### src/rtl/nus_seg_addr.sv
module nus_seg_addr #(
  parameter int W    = 8,
  parameter int PIPE = 1,
  localparam int NT  = W - 1,
  localparam int AW  = $clog2(2 * NT + 1)
) (
  input  logic          clk,
  input  logic          rst_n,
  input  logic          in_valid,
  input  logic [W-1:0]  in_data,
  output logic          out_valid,
  output logic [AW-1:0] out_seg
);

  logic [W-1:1] or_chain, and_chain;
  logic [W-1:1] or_st, and_st;
  logic         vld_st;
  logic         unused_ok;

  assign or_chain[W-1]  = in_data[W-1];
  assign and_chain[W-1] = in_data[W-1];

  for (genvar k = W - 2; k >= 1; k--) begin : g_chain
    assign or_chain[k]  = or_chain[k+1]  | in_data[k];
    assign and_chain[k] = and_chain[k+1] & in_data[k];
  end

  if (PIPE != 0) begin : g_reg
    always_ff @(posedge clk or negedge rst_n) begin
      if (!rst_n) begin
        or_st  <= '0;
        and_st <= '0;
        vld_st <= 1'b0;
      end else begin
        or_st  <= or_chain;
        and_st <= and_chain;
        vld_st <= in_valid;
      end
    end
  end else begin : g_comb
    assign or_st  = or_chain;
    assign and_st = and_chain;
    assign vld_st = in_valid & rst_n;
  end

  always_comb begin
    out_seg = '0;
    for (int k = 1; k < W; k++)
      out_seg = out_seg + AW'(or_st[k]) + AW'(and_st[k]);
  end

  assign out_valid = vld_st;
  assign unused_ok = ^{in_data[0], clk, rst_n};

endmodule


### config.mk
export PLATFORM = sky130hd
export DESIGN_NAME = nus_seg_addr
export DESIGN_NICKNAME = d
export VERILOG_FILES = /design/src/rtl/nus_seg_addr.sv
export SDC_FILE = /design/constraint.sdc
export NUM_CORES = 1
export LEC_CHECK = 0
export BUFFER_PORTS_ARGS = -buffer_cell sky130_fd_sc_hd__buf_2
export CAP_MARGIN = 20
export CELL_PAD_IN_SITES_DETAIL_PLACEMENT = 0
export CELL_PAD_IN_SITES_GLOBAL_PLACEMENT = 1
export CORE_MARGIN = 2
export CORE_UTILIZATION = 41
export DETAILED_ROUTE_END_ITERATION = 10
export HOLD_SLACK_MARGIN = 0.06
export PLACE_DENSITY = 0.84
export SLEW_MARGIN = 20
export SYNTH_ARGS = -nofsm -noshare
export SYNTH_HDL_FRONTEND = slang
export SYNTH_SLANG_ARGS = --single-unit
### constraint.sdc
create_clock -name clk -period 3.41 [get_ports clk]
set_input_delay 0.1705 -clock clk [delete_from_list [all_inputs] [get_ports clk]]
set_output_delay 0.1705 -clock clk [all_outputs]
set_load 0.005 [all_outputs]
==> results of run 1 <==
[registers in the layout, indices dropped and copies added, names as in the netlist]
name / flops
out_valid: 1
and_st: 7
or_st: 6
[final cells by class]
type                       count  area share
timing repair buffer          18       0.121
clock buffer                   4      0.0386
sequential                    14       0.373
tap                           25      0.0333
multi-input combinational     28       0.358
inverter                      19      0.0759
[cell families (layout without fill, tap and decap cells)]
family                   Yosys count  count (layout)  share of synthesized area
AO/OA/AOI/OAI                      1               1                    0.00664
adder cells (fa/ha/maj)           12              12                      0.289
flip-flops                        14              14                      0.465
AND/OR/NAND/NOR                   14              14                      0.133
XOR/XNOR                           1               1                     0.0116
buffers and inverters             19              41                     0.0947
[layer usage]
layer / up-vias / track usage / part of all wire
met4: 0 / 0.100 / 0.012
met1: 212 / 0.129 / 0.41
met3: 2 / 0.0231 / 0.042
li1: 227 / - / -
met5: - / 0 / 0
met2: 12 / 0.200 / 0.54
[power by group through the flow]
stage / Sequential [uW] / Clock (uW) / Combinational (uW)
2_1_floorplan: 175 / 0 / 75.7
3_3_place_gp: 175 / 0 / 120
3_5_place_dp: 175 / 0 / 126
4_1_cts: 172 / 118 / 138
5_1_grt: 172 / 125 / 179
6_report: 172 / 115 / 153
[cell usage in the layout, fill, tap and decap left out, types with 2 or more instances in the layout]
| cell type | instances |
|---|---|
| buf_2 | 13 |
| clkbuf_4 | 3 |
| dfrtp_1 | 14 |
| dlygate4sd3_1 | 3 |
| fa_1 | 8 |
| ha_1 | 2 |
| inv_1 | 16 |
| inv_2 | 3 |
| or2_2 | 2 |
[worst max-delay path by stage]
stage,start,end,slack [ns],depth (start not counted)
2_1_floorplan,or_st[1],out_seg[2],0.20,10
3_3_place_gp,or_st[1],out_seg[2],0.04,11
3_5_place_dp,or_st[1],out_seg[2],-0.04,11
4_1_cts,and_st[3],out_seg[1],-0.30,11
5_1_grt,and_st[3],out_seg[1],-0.40,11
6_report,and_st[3],out_seg[1],-0.27,11
[through the flow]
stage / setup TNS (ns) / instance area (um^2) / worst slack (ns)
2_1_floorplan: 0 / 753 / 0.197
3_5_place_dp: -0.0409 / 855 / -0.0409
6_report: -0.494 / 940 / -0.267
3_3_place_gp: 0 / 855 / 0.0404
5_1_grt: -0.847 / 940 / -0.397
4_1_cts: -0.622 / 923 / -0.304
[timing repair]
action	CTS	global route
endpoints found under the setup margin	3	3
hold buffers	2	1
endpoints found under the hold margin	15	1
gates resized for setup	4	2
setup buffers	1	0
pin swaps	5	2
==> flow_summary.toml, run 1 <==
[run_status]
status = "complete, but fails checks"
violations = "setup timing"

[synthesis]
synth_commonest_cells = "inv_1, dfrtp_1, fa_1, ha_1, or2_2"
synth_flop_cell = "dfrtp_1"
syn-num-nets = 84
syn-mean-instance-area_um2 = 12.3
synth_top_area_cell = "dfrtp_1"
mappedNetlistArea_um2 = 753
yosysSeqAreaShare = 0.465
synth_seq_cells = 14
yosysUniqueCellTypes = 19
yosysWarnings = 0
synth_most_common_cell = "inv_1"
synth_area_leaders = "dfrtp_1, fa_1, inv_1"
yosysTopAreaCellShare = 0.465
synthCells = 61
synth-edff-count = 0
synthArstFlopShare = 1.00

[routing]
ant_nets = 0
drc = 0
wirelength_um = 1030
viasPerCell = 4.19
num_vias = 453
wl_per_cell_um = 9.50
firstDrtPassIters = 2
first_iter_violations = 2

[placed_design]
numPortBuffers = 14
place.detailed.hpwl_um = 843
dp.cells = 100
place.gp.congestion = 0.677

[worst_setup_path]
end_kind = "primary output"
crit_fanout = 2
crit_chain = "inv_2 -> fa_1 -> fa_1 -> fa_1 -> fa_1 -> inv_1 -> ha_2 -> inv_2 -> fa_2 -> inv_2 -> buf_6"
worstSetupPathType = "reg2out"
cp_data_required_time_ns = 3.24
crit_family = "adder cells"
critPathBufInv = 5
slowest_delay_ns = 0.56
cpMostUsedCell = "fa_1"
cp.arrival_ns = 3.51
cp_slowest_cell = "fa_1"
critPathLaunchType = "flop"

[power]
p_sw_uw = 120
seqPwrFrac = 0.390
switching_share = 0.273
p_leak_uw = 0.000480
power_uw = 440
p_int_uw = 320
combPwrFrac = 0.348
powerDensity_nw_per_um2 = 468
p_clk_frac = 0.262
vdd_drop_max_mv = 0.245

[die]
core_um2 = 1730
ios = 16
die_area_um2 = 2200
rows = 15
die_h_um = 46.9
start_util = 0.436
die_w_um = 46.9

[final_layout]
drive_above_1_share = 0.373
final-instance-count-excl-fill = 108
multiInputGateArea_um2 = 337
regArea_um2 = 350
n_antenna_cell = 0
nFillCells = 150
fin_nets = 107
syn_to_final_growth_pct = 24.8
utilization = 0.544

[timing]
hold-worst-slack_ns = 0.107
layout_setup_ws_ns = -0.267
max_slew_margin = 0.807
rsz0062_at_grt = "yes"
period_needed_ns = 3.68
setup_viol = 2
drv_slew = 0
timing.fmax_mhz = 272
hold_violations = 0
tightest_slew_ns = 0.289
fin_crit_sh = 1.08

[min_path]
hold_path_end = "or_st[1]"
whs_path_depth = 2
hp-start = "in_data[1]"
worstHoldPathType = "in2reg"

[global_route]
grt_max_degree = 15
grt_pass1_vias = 466
grt_usage = 0.119
grt_overflow = 0
antenna_found_initial = 0
grt_first_pass_wirelength_um = 1740

[cts]
cts-root-buf = "clkbuf_4"
clkTransAtPathRegs_ns = 0.08
ctsHtreeMaxLevel = 1
max-clock-path-buffers = 2
clock-sinks = 14
cts_tree = "yes"
cts_buffers = 3

[job]
max_cap_viol_count = 0
Note: power is estimated with default switching activity, not from simulation.
==> inputs of run 2 (changes only) <==
==> constraint.sdc (replaced) <==
create_clock -name clk -period 3.41 [get_ports clk]
set_input_delay 0 -clock clk [delete_from_list [all_inputs] [get_ports clk]]
set_output_delay 0 -clock clk [all_outputs]
set_load 0.005 [all_outputs]
==> run 2 against run 1 <==
Effect of this change: the run still ends with setup timing left; core utilization grew 5.8 points; via count grew 8.8%; final cell count grew 9.3%; clock power about the same; first-iteration DRC count is 50% lower; power is 1.8% higher; flip-flop and latch count stayed put; sequential share of layout area shrank 3.6 points; routed wire length is 12% higher; global-route usage is 1.4 points higher; hold slack improved by 0.038 ns; clock-buffer cell count is the same.
==> flow_summary.toml, run 2 (synthesized netlist as in run 1, its figures left out) <==
[final_layout]
largest_reg_flops = 7
layout.cells.most_common = "inv_1"
n_antenna_cell = 0
syn_to_final_growth_pct = 38.0
multiInputGateArea_um2 = 337
regArea_um2 = 350
nFillCells = 140
drive_above_1_share = 0.333
final_cell_mix = "inv_1, dfrtp_1, dlygate4sd3_1, buf_2, fa_1"
fin_nets = 117
fin_area_um2 = 1040
top_register = "and_st"

[worst_setup_path]
critPathLaunchType = "flop"
cp_data_required_time_ns = 3.41
slowest_delay_ns = 0.56
crit_chain = "inv_2 -> fa_1 -> fa_1 -> fa_1 -> fa_1 -> inv_1 -> ha_2 -> inv_2 -> fa_2 -> inv_2 -> buf_6"
crit_fanout = 2
worstSetupPathType = "reg2out"
cpMostUsedCell = "fa_1"
end_kind = "primary output"
cp_slowest_cell = "fa_1"
cp.arrival_ns = 3.51

[job]
max_cap_viol_count = 0

[cts]
ctsHtreeMaxLevel = 1
clock-sinks = 14
cts_tree = "yes"
cts_buffers = 3
cts-root-buf = "clkbuf_4"
max-clock-path-buffers = 2
clkTransAtPathRegs_ns = 0.08

[run_status]
violations = "setup timing"
status = "complete, but fails checks"

[power]
p_leak_uw = 0.000511
power_uw = 448
vdd_drop_max_mv = 0.249
powerDensity_nw_per_um2 = 430

[routing]
ant_nets = 0
wl_per_cell_um = 9.74
viasPerCell = 4.18
first_iter_violations = 1
wirelength_um = 1150
num_vias = 493
drc = 0
firstDrtPassIters = 2

[timing]
drv_slew = 0
timing.fmax_mhz = 285
period_needed_ns = 3.51
fin_setup_tns_ns = -0.158
layout_setup_ws_ns = -0.0986
rsz0062_at_grt = "yes"
fin_crit_sh = 1.03
setup_viol = 2
tightest_slew_ns = 0.294
max_slew_margin = 0.804
hold_violations = 0

[die]
core_um2 = 1730
ios = 16
die_w_um = 46.9
die_area_um2 = 2200
start_util = 0.436
rows = 15
die_h_um = 46.9

[global_route]
grt_overflow = 0
grt_max_degree = 15
grt_pass1_vias = 534
grt_first_pass_wirelength_um = 1930
grt_usage = 0.133
antenna_found_initial = 0

[placed_design]
numPortBuffers = 14
placed_area_um2 = 855
place.gp.congestion = 0.677
place.detailed.hpwl_um = 843

[min_path]
worstHoldPathType = "in2async"
## run 2: cell types whose count changed in the layout (fill, tap and decap cells not counted)
cell           previous run  this run
dlygate4sd3_1             3        13
## run 2: final timing paths
check	cells past startpoint	slack (ns)	startpoint	to
max	11	-0.1	and_st[3]	out_seg[1]
min	2	0.15	rst_n	and_st[5]
max in group asynchronous	2	3.04	rst_n	or_st[1]
min in group clk	2	0.37	in_valid	out_valid
## run 2: worst max-delay path, delay by kind of cell (launching register included)
kind,cells,cell delay [ns]
adder cells (fa/ha/maj),6,2.61
buffers and inverters,5,0.28
flip-flops,1,0.34
## run 2: layout make-up
type,count,share of cell area
Inverter,19,0.0686
Timing Repair Buffer,28,0.206
Tap cell,25,0.0301
Sequential cell,14,0.337
Clock buffer,4,0.0349
Multi-Input combinational cell,28,0.324
## run 2: repair_timing
| item | 4_1_cts | 5_1_grt |
|---|---|---|
| pin swaps | 4 | 1 |
| hold buffers | 13 | 0 |
| gates resized for setup | 4 | 2 |
| setup endpoints to repair | 2 | 3 |
| buffers inserted | 1 | 0 |
| endpoints found under the hold margin | 27 | 0 |
| cloned | 0 | 0 |
## run 2: report_power, final
group | switching, uW | internal (uW)
combinational | 69.8 | 90.3
clock | 50.9 | 64.9
sequential | 1.24 | 170
## run 2: routing by layer
metal	up-vias	part of all wire	GRT usage
li1	248	-	-
met1	231	0.38	0.122
met2	12	0.58	0.255
met3	2	0.030	0.0231
met4	0	0.010	0.100
met5	-	0	0
## run 2: through the flow
step	setup WS [ns]	hold WS (ns)	cells	utilization
6_report	-0.0986	0.146	118	0.602
2_1_floorplan	0.367	-0.296	61	-
4_1_cts	-0.133	0.132	118	0.599
5_1_grt	-0.226	0.168	118	0.602
3_5_place_dp	0.130	-0.0995	100	0.495
3_3_place_gp	0.211	-0.106	100	0.495
